`src/rtl/hpt_pkg.sv`:
```
package hpt_pkg;
    localparam int GRP_SLOTS   = 8;
    localparam int SLOT_BYTES  = 8;
    localparam int GRP_SHIFT   = 6;
    localparam int SLOT_IDX_W  = $clog2(GRP_SLOTS);
    localparam logic [31:0] VALID_BIT = 32'h8000_0000;

    typedef enum logic [2:0] {
        ST_IDLE,
        ST_SCAN,
        ST_WHI0,
        ST_WLO,
        ST_WHI1
    } st_e;

    typedef enum logic [1:0] {
        RES_NONE  = 2'd0,
        RES_MATCH = 2'd1,
        RES_FREE  = 2'd2,
        RES_EVICT = 2'd3
    } res_e;
endpackage

```
`src/rtl/hpt_fmt.sv`:
```
module hpt_fmt (
    input  logic [23:0] vsid,
    input  logic [31:0] vaddr,
    input  logic [31:0] swpte,
    input  logic        coherent,
    output logic [31:0] hi_tag,
    output logic [31:0] lo_word
);
    logic       is_user;
    logic       wr_dirty;
    logic [1:0] prot;

    always_comb begin
        is_user  = swpte[3];
        wr_dirty = swpte[4] & swpte[5];
        if (!is_user)
            prot = 2'd0;
        else if (wr_dirty)
            prot = 2'd2;
        else
            prot = 2'd3;
        hi_tag  = {1'b0, vsid, 1'b0, vaddr[27:22]};
        lo_word = {swpte[31:12], 7'b0, coherent, 2'b0, prot};
    end
endmodule

```
`src/rtl/hpt_hash.sv`:
```
module hpt_hash #(
    parameter int          HASH_BITS  = 12,
    parameter logic [31:0] TABLE_BASE = 32'h0010_0000
) (
    input  logic [23:0] vsid,
    input  logic [31:0] vaddr,
    output logic [31:0] grp_pri,
    output logic [31:0] grp_sec
);
    import hpt_pkg::*;
    localparam logic [HASH_BITS-1:0] HMASK = '1;

    logic [15:0]          pidx;
    logic [HASH_BITS-1:0] h_pri;
    logic [HASH_BITS-1:0] h_sec;

    always_comb begin
        pidx    = vaddr[27:12];
        h_pri   = vsid[HASH_BITS-1:0] ^ pidx[HASH_BITS-1:0];
        h_sec   = h_pri ^ HMASK;
        grp_pri = TABLE_BASE + (32'(h_pri) << GRP_SHIFT);
        grp_sec = TABLE_BASE + (32'(h_sec) << GRP_SHIFT);
    end
endmodule

```
`src/rtl/hpt_rr.sv`:
```
module hpt_rr #(
    parameter int IDX_W = 3
) (
    input  logic             clk,
    input  logic             rst_n,
    input  logic             adv,
    output logic [IDX_W-1:0] slot_next
);
    logic [IDX_W-1:0] ptr_d, ptr_q;

    always_comb begin
        slot_next = ptr_q + IDX_W'(1);
        ptr_d     = adv ? slot_next : ptr_q;
    end

    always_ff @(posedge clk) begin
        if (!rst_n)
            ptr_q <= '0;
        else
            ptr_q <= ptr_d;
    end
endmodule

```
`src/rtl/hpt_insert.sv`:
```
module hpt_insert
    import hpt_pkg::*;
#(
    parameter int          HASH_BITS  = 12,
    parameter logic [31:0] TABLE_BASE = 32'h0010_0000,
    parameter int          CNT_W      = 16
) (
    input  logic             clk,
    input  logic             rst_n,
    input  logic             start,
    input  logic [23:0]      vsid,
    input  logic [31:0]      vaddr,
    input  logic [31:0]      swpte,
    input  logic             may_exist,
    input  logic             coherent,
    output logic             done,
    output logic [1:0]       result,
    output logic             mem_req,
    output logic             mem_we,
    output logic [31:0]      mem_addr,
    output logic [31:0]      mem_wdata,
    input  logic             mem_ready,
    input  logic [31:0]      mem_rdata,
    output logic             tlbi_req,
    output logic [31:0]      tlbi_addr,
    output logic [CNT_W-1:0] cnt_search,
    output logic [CNT_W-1:0] cnt_pfull
);
    localparam logic [SLOT_IDX_W-1:0] LAST_IDX = SLOT_IDX_W'(GRP_SLOTS - 1);

    typedef struct packed {
        st_e                   st;
        logic                  srch;
        logic                  grp;
        logic [SLOT_IDX_W-1:0] idx;
        res_e                  res;
        logic                  done;
        logic                  tlbi;
        logic [23:0]           vsid;
        logic [31:0]           va;
        logic [31:0]           pte;
        logic                  coh;
        logic [CNT_W-1:0]      n_srch;
        logic [CNT_W-1:0]      n_pfull;
    } ctl_t;

    ctl_t ctl_d, ctl_q;

    logic [31:0]           hi_tag, lo_word, grp_pri, grp_sec;
    logic [31:0]           slot_addr, hi_h, hi_v;
    logic                  rr_adv;
    logic [SLOT_IDX_W-1:0] rr_slot;

    hpt_fmt u_fmt (
        .vsid     (ctl_q.vsid),
        .vaddr    (ctl_q.va),
        .swpte    (ctl_q.pte),
        .coherent (ctl_q.coh),
        .hi_tag   (hi_tag),
        .lo_word  (lo_word)
    );

    hpt_hash #(
        .HASH_BITS  (HASH_BITS),
        .TABLE_BASE (TABLE_BASE)
    ) u_hash (
        .vsid    (ctl_q.vsid),
        .vaddr   (ctl_q.va),
        .grp_pri (grp_pri),
        .grp_sec (grp_sec)
    );

    hpt_rr #(
        .IDX_W (SLOT_IDX_W)
    ) u_rr (
        .clk       (clk),
        .rst_n     (rst_n),
        .adv       (rr_adv),
        .slot_next (rr_slot)
    );

    always_comb begin
        ctl_d     = ctl_q;
        ctl_d.done = 1'b0;
        ctl_d.tlbi = 1'b0;
        rr_adv    = 1'b0;

        hi_h      = hi_tag | {25'b0, ctl_q.grp, 6'b0};
        hi_v      = hi_h | VALID_BIT;
        slot_addr = (ctl_q.grp ? grp_sec : grp_pri)
                  + {{(32-SLOT_IDX_W-3){1'b0}}, ctl_q.idx, 3'b000};

        mem_req   = 1'b0;
        mem_we    = 1'b0;
        mem_addr  = slot_addr;
        mem_wdata = '0;

        case (ctl_q.st)
            ST_IDLE: begin
                if (start) begin
                    ctl_d.st   = ST_SCAN;
                    ctl_d.srch = may_exist;
                    ctl_d.grp  = 1'b0;
                    ctl_d.idx  = '0;
                    ctl_d.res  = RES_NONE;
                    ctl_d.vsid = vsid;
                    ctl_d.va   = vaddr;
                    ctl_d.pte  = swpte;
                    ctl_d.coh  = coherent;
                    ctl_d.tlbi = may_exist;
                    if (may_exist)
                        ctl_d.n_srch = ctl_q.n_srch + CNT_W'(1);
                end
            end
            ST_SCAN: begin
                mem_req = 1'b1;
                if (mem_ready) begin
                    if (ctl_q.srch && (mem_rdata == hi_v)) begin
                        ctl_d.st  = ST_WLO;
                        ctl_d.res = RES_MATCH;
                    end else if (!ctl_q.srch && !mem_rdata[31]) begin
                        ctl_d.st  = ST_WHI0;
                        ctl_d.res = RES_FREE;
                    end else if (ctl_q.idx != LAST_IDX) begin
                        ctl_d.idx = ctl_q.idx + SLOT_IDX_W'(1);
                    end else if (!ctl_q.grp) begin
                        ctl_d.grp = 1'b1;
                        ctl_d.idx = '0;
                        if (!ctl_q.srch)
                            ctl_d.n_pfull = ctl_q.n_pfull + CNT_W'(1);
                    end else if (ctl_q.srch) begin
                        ctl_d.srch = 1'b0;
                        ctl_d.grp  = 1'b0;
                        ctl_d.idx  = '0;
                    end else begin
                        rr_adv    = 1'b1;
                        ctl_d.grp = 1'b0;
                        ctl_d.idx = rr_slot;
                        ctl_d.res = RES_EVICT;
                        ctl_d.st  = ST_WHI0;
                    end
                end
            end
            ST_WHI0: begin
                mem_req   = 1'b1;
                mem_we    = 1'b1;
                mem_wdata = hi_h;
                if (mem_ready)
                    ctl_d.st = ST_WLO;
            end
            ST_WLO: begin
                mem_req   = 1'b1;
                mem_we    = 1'b1;
                mem_addr  = slot_addr + 32'd4;
                mem_wdata = lo_word;
                if (mem_ready) begin
                    if (ctl_q.res == RES_MATCH) begin
                        ctl_d.st   = ST_IDLE;
                        ctl_d.done = 1'b1;
                    end else begin
                        ctl_d.st = ST_WHI1;
                    end
                end
            end
            ST_WHI1: begin
                mem_req   = 1'b1;
                mem_we    = 1'b1;
                mem_wdata = hi_v;
                if (mem_ready) begin
                    ctl_d.st   = ST_IDLE;
                    ctl_d.done = 1'b1;
                end
            end
            default: ctl_d.st = ST_IDLE;
        endcase
    end

    always_ff @(posedge clk) begin
        if (!rst_n) begin
            ctl_q <= '{st: ST_IDLE, res: RES_NONE, default: '0};
        end else begin
            ctl_q <= ctl_d;
        end
    end

    assign done       = ctl_q.done;
    assign result     = ctl_q.res;
    assign tlbi_req   = ctl_q.tlbi;
    assign tlbi_addr  = ctl_q.va;
    assign cnt_search = ctl_q.n_srch;
    assign cnt_pfull  = ctl_q.n_pfull;
endmodule

```
`config.mk`:
```
export PLATFORM = sky130hd
export DESIGN_NAME = hpt_insert
export DESIGN_NICKNAME = d
export VERILOG_FILES = /design/src/rtl/hpt_pkg.sv /design/src/rtl/hpt_fmt.sv /design/src/rtl/hpt_hash.sv /design/src/rtl/hpt_rr.sv /design/src/rtl/hpt_insert.sv
export SDC_FILE = /design/constraint.sdc
export NUM_CORES = 1
export LEC_CHECK = 0
export ABC_AREA = 1
export BUFFER_PORTS_ARGS = -buffer_cell sky130_fd_sc_hd__buf_2
export CORE_ASPECT_RATIO = 0.5
export CORE_UTILIZATION = 30
export DETAILED_ROUTE_END_ITERATION = 7
export PLACE_DENSITY_LB_ADDON = 0.08
export SLEW_MARGIN = 40
export SYNTH_ARGS = -nofsm -noshare
export SYNTH_HDL_FRONTEND = slang
export SYNTH_SLANG_ARGS = --single-unit
```
`constraint.sdc`:
```
create_clock -name clk -period 4.21 [get_ports clk]
set_input_delay 1.0525 -clock clk [delete_from_list [all_inputs] [get_ports clk]]
set_output_delay 1.0525 -clock clk [all_outputs]
set_load 0.005 [all_outputs]
```
==> key figures, run 1 <==
Worst setup path
  – Worst path required time: about 3200 ps
  – Crit path kind: register to output pin
  – CP Cell Sequence: nor2_1 -> nand2_1 -> nand2_1 -> inv_1 -> buf_4 -> o22ai_1 -> buf_2
  – CP Launch Type: register
  – Register-to-register setup slack: around 2000 ps
  – Worst-path fanout max: 18
  – Top cell by count, worst path: nand2_1
  – Worst R2R Path Depth: 9
  – Buffers and inverters on the worst path: 3
  – Setup crit end kind: output pin
  – Critical path's top delay family: buffers and inverters
  – Worst stage delay on the critical path: 560 ps
  – Arrival time worst endpoint: between 2000 and 2500 ps
  – Slowest cell on crit path: inv_1
  – R2R Path End: ctl_q[132]$_SDFFE_PN0P_
  – Worst setup path start: ctl_q[131]$_SDFFE_PN0P_
  – Reg-to-Reg Start: ctl_q[131]$_SDFFE_PN0P_

Synth
  – Total number of yosys warnings: 0
  – Syn Inst Count: between 900 and 1000
  – Mapped Area: 0.00678 mm²
  – Yosys cell types: 36
  – Syn Area/Cell: just under 7 µm²
  – Seq cells post-synth: 127
  – Share of the yosys chip area belonging to registers: 0.375

Timing
  – Unrepaired setup endpoints after global routing: no
  – Max transition margin: 0.480
  – Final Hold Viols: 0
  – Clk_skew: between 10 and 15 ps
  – Final slew viol count: 0
  – Worst Tran Pin Value: slightly below 800 ps
  – Setup ws final: between 700 and 800 ps
  – Setup violators final: 0
  – Setup TNS after final layout: 0 ps
  – Final Critical Period: about 3500 ps
  – F_max: around 290 MHz
  – Final Cycle Share: 0.830

Clock tree
  – Post-CTS Setup Repair Bufs: 0
  – Clock Latency Late Sink: roughly 420 ps
  – CTS Buffer Depth: 2
  – CTS Buf Count: 17
  – H-tree Lvls: 4
  – Hold-fix buffers, CTS: 0
  – CTS tree: yes
  – Root Buffer: clkbuf_16
  – Post_cts resized: 0
  – Clock sink total: 127
  – Clock-pin slew on the worst setup and hold paths: roughly 60 ps

Run status
  – Status: finished clean

Min path
  – Tightest Hold Check Type: register to register
  – Hold depth: 2
  – Min-delay src: ctl_q[38]$_SDFFE_PN0P_
  – Hold Path End: ctl_q[38]$_SDFFE_PN0P_

Power and ir drop
  – Comb pwr share: 0.366
  – Worst ir drop on vdd: approximately 200 µV
  – Sw Share: 0.386
  – Lkg Pwr: roughly 4 nW
  – Pint: 0.00304 W
  – P_sw: 0.00191 W
  – Clock power share: 0.306
  – Seq pwr share: 0.328
  – PD cells: between 500 and 600 mW/mm²

Place
  – GP Congestion: approximately 0.81
  – Buffers on Ports: around 230
  – # placed instances: between 1000 and 1500
  – Setup WS pre-CTS: roughly 1200 ps
  – Detailed Place HPWL: 15000 µm

Global routing
  – Initial antenna violation count: 2
  – Gr ovfl total: 0
  – Largest net degree at the start of global routing: 87
  – First-pass GRT wire length: around 31000 µm
  – All-Layer GR Usage: 0.176
  – Vias in the first global route: between 5000 and 6000

Final layout
  – Post-Layout Cell Count: 1444
  – Area growth, synth to finish: 21.9%
  – Share of layout cells above drive strength 1: 0.256
  – Fin nets: between 1000 and 1500

Die
  – Die Width: 215 µm
  – Core box area: between 0.02 and 0.025 mm²
  – Site Rows: 38
  – Die Ht: between 100 and 150 µm
  – # IOs: between 200 and 300
  – Initial core utilization: 0.309
  – Die ar.: between 0.02 and 0.025 mm²

Route
  – Detail Route Antenna Nets: 0
  – DR vias: about 6300
  – Iter 0 DRT Violations: 271
  – DRC: 0
  – Drt pass-1 iters: 4
  – Vias/cell: ~4.4
  – Post-Route WL: 20400 µm
  – Drt wl/cell: about 14 µm

Run
  – Max cap viols: 0
logic make-up after synthesis:
family / count (synthesis) / share of synthesized area
DFF: 127 / 0.375
adders and majority gates: 5 / 0.00923
AOI/OAI and AO/OA: 216 / 0.168
buffers and inverters: 264 / 0.193
xor gates and xnor gates: 36 / 0.0465
and+or+nand+nor: 326 / 0.207
other: 2 / 0.00111
cells in the mapped netlist, drive strengths merged:
cell type / n / area [µm²]
a21oi: 110 / 551
a221oi: 1 / 8.76
a31oi: 1 / 6.26
buf: 92 / 666
clkbuf: 29 / 109
clkinv: 2 / 7.51
conb: 2 / 7.51
dfxtp: 127 / 2540
ha: 5 / 62.6
inv: 141 / 529
nand2: 206 / 793
nand3: 22 / 115
nand4: 10 / 62.6
nor2: 71 / 318
nor3: 11 / 77.6
nor4: 3 / 18.8
o21a: 4 / 30.0
o21ai: 74 / 370
o21ba: 1 / 10.0
o21bai: 2 / 15.0
o22ai: 22 / 138
o32ai: 1 / 8.76
or2: 3 / 18.8
xnor2: 21 / 184
xor2: 15 / 131
worst register-to-register path: stages, from the launching register on:
cell,delay [ps]
dfxtp_1,460
nor2_1,150
nand2_1,140
nand2_1,60
inv_1,560
nand3_1,220
a21oi_1,180
nand2_1,140
o21bai_1,160
nor2_1,50
registers in the layout, indices dropped and copies added, names as in the netlist:
signal,cells
done,1
cnt_pfull,16
tlbi_req,1
cnt_search,16
u_rr.ptr_q,3
ctl_q,56
result,2
tlbi_addr,32
metrics by stage:
| step | total power (W) | util | hold WS, ps | instance area (µm²) |
|---|---|---|---|---|
| 5_1_grt | 0.00534 | 0.377 | 467 | 8260 |
| 6_report | 0.00495 | 0.377 | 449 | 8270 |
| 3_3_place_gp | 0.00347 | 0.350 | 440 | 7660 |
| 2_1_floorplan | 0.00290 | - | 424 | 6830 |
| 3_5_place_dp | 0.00349 | 0.350 | 444 | 7660 |
| 4_1_cts | 0.00504 | 0.377 | 455 | 8260 |
how the worst max path moves through the flow:
stage	slack, ps	end	depth (start not counted)
after floorplan	1830	mem_wdata[18]	5
after global placement	1180	mem_wdata[18]	7
after detailed placement	1160	mem_wdata[23]	7
after CTS	700	mem_wdata[0]	7
after global routing	540	mem_wdata[16]	7
final	720	mem_wdata[23]	7
power groups by stage:
stage / logic [W] / registers, W / clock network (W)
final: 0.00181 / 0.00163 / 0.00152
after global routing: 0.00205 / 0.00166 / 0.00162
after CTS: 0.00184 / 0.00163 / 0.00156
after detailed placement: 0.00184 / 0.00165 / 0
after global placement: 0.00183 / 0.00165 / 0
after floorplan: 0.00129 / 0.00161 / 0
cell type report:
| type | count | area (µm²) |
|---|---|---|
| sequential | 127 | 2540 |
| fill | 2476 | 13700 |
| multi-input combinational | 599 | 2990 |
| clock buffer | 18 | 429 |
| antenna | 3 | 7.51 |
| inverter | 143 | 537 |
| tap | 300 | 375 |
| clock inverter | 14 | 168 |
| timing repair buffer | 240 | 1220 |
cell usage in the layout (no fill, tap or decap), types with 16 or more instances in the layout:
cell | netlist | layout
dfxtp_1 | 127 | 127
o22ai_1 | 22 | 22
inv_1 | 139 | 139
conb_1 | 2 | 16
o21ai_0 | 73 | 73
nand3_1 | 21 | 20
nand2_1 | 202 | 202
clkbuf_16 | 0 | 17
a21oi_1 | 110 | 110
buf_2 | 1 | 234
nor2_1 | 64 | 64
xnor2_1 | 21 | 21
metal layers:
layer	wire length, µm	vias to the layer above	GRT usage
met2	9640	116	0.287
met5	0	-	0
met3	751	23	0.0447
met4	355	0	0.0719
li1	-	3303	-
met1	9630	2887	0.222
Note: power is estimated with default switching activity, not from simulation.
==> run 2: changes to the inputs <==
==> constraint.sdc (replaced) <==
create_clock -name clk -period 2.9 [get_ports clk]
set_input_delay 0.725 -clock clk [delete_from_list [all_inputs] [get_ports clk]]
set_output_delay 0.725 -clock clk [all_outputs]
set_load 0.005 [all_outputs]
==> key figures, run 2 (synthesis gave the netlist of run 1 again) <==
Global routing
  – Largest net degree at the start of global routing: 81
  – All-Layer GR Usage: 0.175
  – Gr ovfl total: 0
  – Vias in the first global route: ~5900
  – Initial antenna violation count: 0
  – First-pass GRT wire length: 31100 µm

Timing
  – Setup ws final: roughly 190 ps
  – Setup violators final: 0
  – Unrepaired setup endpoints after global routing: no
  – Final Hold Viols: 0
  – Final slew viol count: 0
  – Final Critical Period: ~2700 ps
  – Clk_skew: 7.66 ps
  – Worst Tran Pin Value: approximately 530 ps
  – Final Cycle Share: 0.936
  – F_max: approximately 370 MHz
  – Setup TNS after final layout: 0 ps
  – Max transition margin: 0.647

Route
  – Drt wl/cell: about 14 µm
  – DRC: 0
  – Iter 0 DRT Violations: between 200 and 300
  – Post-Route WL: a little over 20000 µm
  – Detail Route Antenna Nets: 0
  – DR vias: ~6300
  – Drt pass-1 iters: 4
  – Vias/cell: 4.38

Final layout
  – Max reg flops: 56
  – Biggest register: ctl_q
  – Most frequent cells in the layout: buf_2, nand2_1, inv_1, dfxtp_1, a21oi_1
  – Post-route core utilization: 0.379
  – Ant diodes: 0
  – Area growth, synth to finish: 22.7%
  – Commonest non-fill, non-tap cell in the layout: buf_2
  – Share of layout cells above drive strength 1: 0.257
  – Post-Layout Cell Count: 1443
  – Fin nets: 1261
  – Filler cell count: 2441

Worst setup path
  – CP endpoint: mem_wdata[18]
  – Worst-path fanout max: 32
  – Reg-to-Reg Start: ctl_q[125]$_SDFFE_PN0P_
  – Register-to-register setup slack: 790 ps
  – Worst R2R Path Depth: 11
  – CP Launch Type: register
  – R2R Path End: cnt_pfull[10]$_SDFFE_PN0P_
  – Setup crit end kind: output pin
  – Worst path required time: around 2200 ps
  – Crit path kind: register to output pin
  – Arrival time worst endpoint: between 1500 and 2000 ps
  – Worst setup path start: ctl_q[131]$_SDFFE_PN0P_

Clock tree
  – Clock Latency Late Sink: between 400 and 500 ps
  – CTS tree: yes
  – Post-CTS Setup Repair Bufs: 0
  – Clock sink total: 127
  – CTS Buf Count: 17
  – Clock-pin slew on the worst setup and hold paths: 60 ps
  – H-tree Lvls: 4
  – Root Buffer: clkbuf_16
  – CTS Buffer Depth: 2

Power and ir drop
  – PD cells: approximately 870 mW/mm²
  – Seq pwr share: 0.326
  – Clock power share: 0.306
  – Worst ir drop on vdd: 320 µV
  – Pint: ~0.0045 W
  – P_sw: between 0.002 and 0.003 W
  – Sw Share: 0.381
  – Lkg Pwr: between 3 and 4 nW
  – Comb pwr share: 0.368

Die
  – Die Width: roughly 210 µm
  – Initial core utilization: 0.309
  – # IOs: 260
  – Die Ht: roughly 110 µm
  – Site Rows: 38
  – Die ar.: 0.0232 mm²
  – Core box area: 0.0219 mm²

Place
  – GP Congestion: between 0.8 and 0.9
  – Buffers on Ports: approximately 230
  – # placed instances: around 1400
  – Setup WS pre-CTS: 542 ps
  – Detailed Place HPWL: around 15000 µm

Run status
  – Status: finished clean

Run
  – Max cap viols: 0

Min path
  – Tightest Hold Check Type: register to register
==> run 2: cell types whose count changed in the layout (fill, tap and decap cells not counted), moves of 2 or more <==
cell	previous run	this run
buf_12	0	3
clkbuf_8	0	2
clkinv_4	3	1
diode_2	3	0
==> run 2: how the worst min path moves through the flow <==
| stage | start | to | slack [ps] | cells past startpoint |
|---|---|---|---|---|
| floorplan | ctl_q[38]$_SDFFE_PN0P_ | ctl_q[38]$_SDFFE_PN0P_ | 420 | 2 |
| global placement | ctl_q[64]$_SDFFE_PN0P_ | ctl_q[64]$_SDFFE_PN0P_ | 440 | 2 |
| detailed placement | ctl_q[64]$_SDFFE_PN0P_ | ctl_q[64]$_SDFFE_PN0P_ | 440 | 2 |
| CTS | ctl_q[64]$_SDFFE_PN0P_ | ctl_q[64]$_SDFFE_PN0P_ | 450 | 2 |
| global route | ctl_q[62]$_SDFFE_PN0P_ | ctl_q[62]$_SDFFE_PN0P_ | 460 | 2 |
| finish | ctl_q[37]$_SDFFE_PN0P_ | ctl_q[37]$_SDFFE_PN0P_ | 450 | 2 |
==> run 2: repair_timing <==
item	in CTS	in global routing
hold buffers	0	0
setup endpoints to repair	0	22
resized for setup	0	1
==> run 2: layout make-up <==
class / count / area, µm² / share of cell area
tap: 300 / 375 / 0.0451
sequential: 127 / 2540 / 0.306
timing repair buffer: 242 / 1270 / 0.153
multi-input combinational: 599 / 2990 / 0.360
inverter: 143 / 537 / 0.0645
clock buffer: 21 / 460 / 0.0554
clock inverter: 11 / 139 / 0.0167
==> run 2: critical path, stage by stage (launching register included) <==
cell     delay (ps)
dfxtp_1         470
nor2_2          110
nand2_1         140
nand2_1          70
inv_1            70
buf_4           390
o22ai_1         160
buf_2           150
==> run 2: per-layer routing <==
layer / up-vias / global-route usage / wire length (µm)
met5: - / 0 / 0
met1: 2870 / 0.217 / 9530
met4: 0 / 0.0684 / 309
met3: 22 / 0.0411 / 774
li1: 3305 / - / -
met2: 119 / 0.297 / 9640
==> run 2: power by group through the flow <==
stage          registers (W)  clock network, W  logic (W)
6_report             0.00236           0.00222    0.00267
4_1_cts              0.00236           0.00228    0.00271
5_1_grt              0.00242           0.00237    0.00301
3_5_place_dp         0.00240                 0    0.00270
2_1_floorplan        0.00233                 0    0.00187
3_3_place_gp         0.00239                 0    0.00269
==> run 2: through the flow <==
step                      total power (W)  hold slack, ps  instance area, µm²
after CTS                         0.00735             450                8310
after floorplan                   0.00421             424                6830
after global routing              0.00780             462                8320
after global placement            0.00508             437                7710
after detailed placement          0.00510             442                7710
final                             0.00725             448                8320
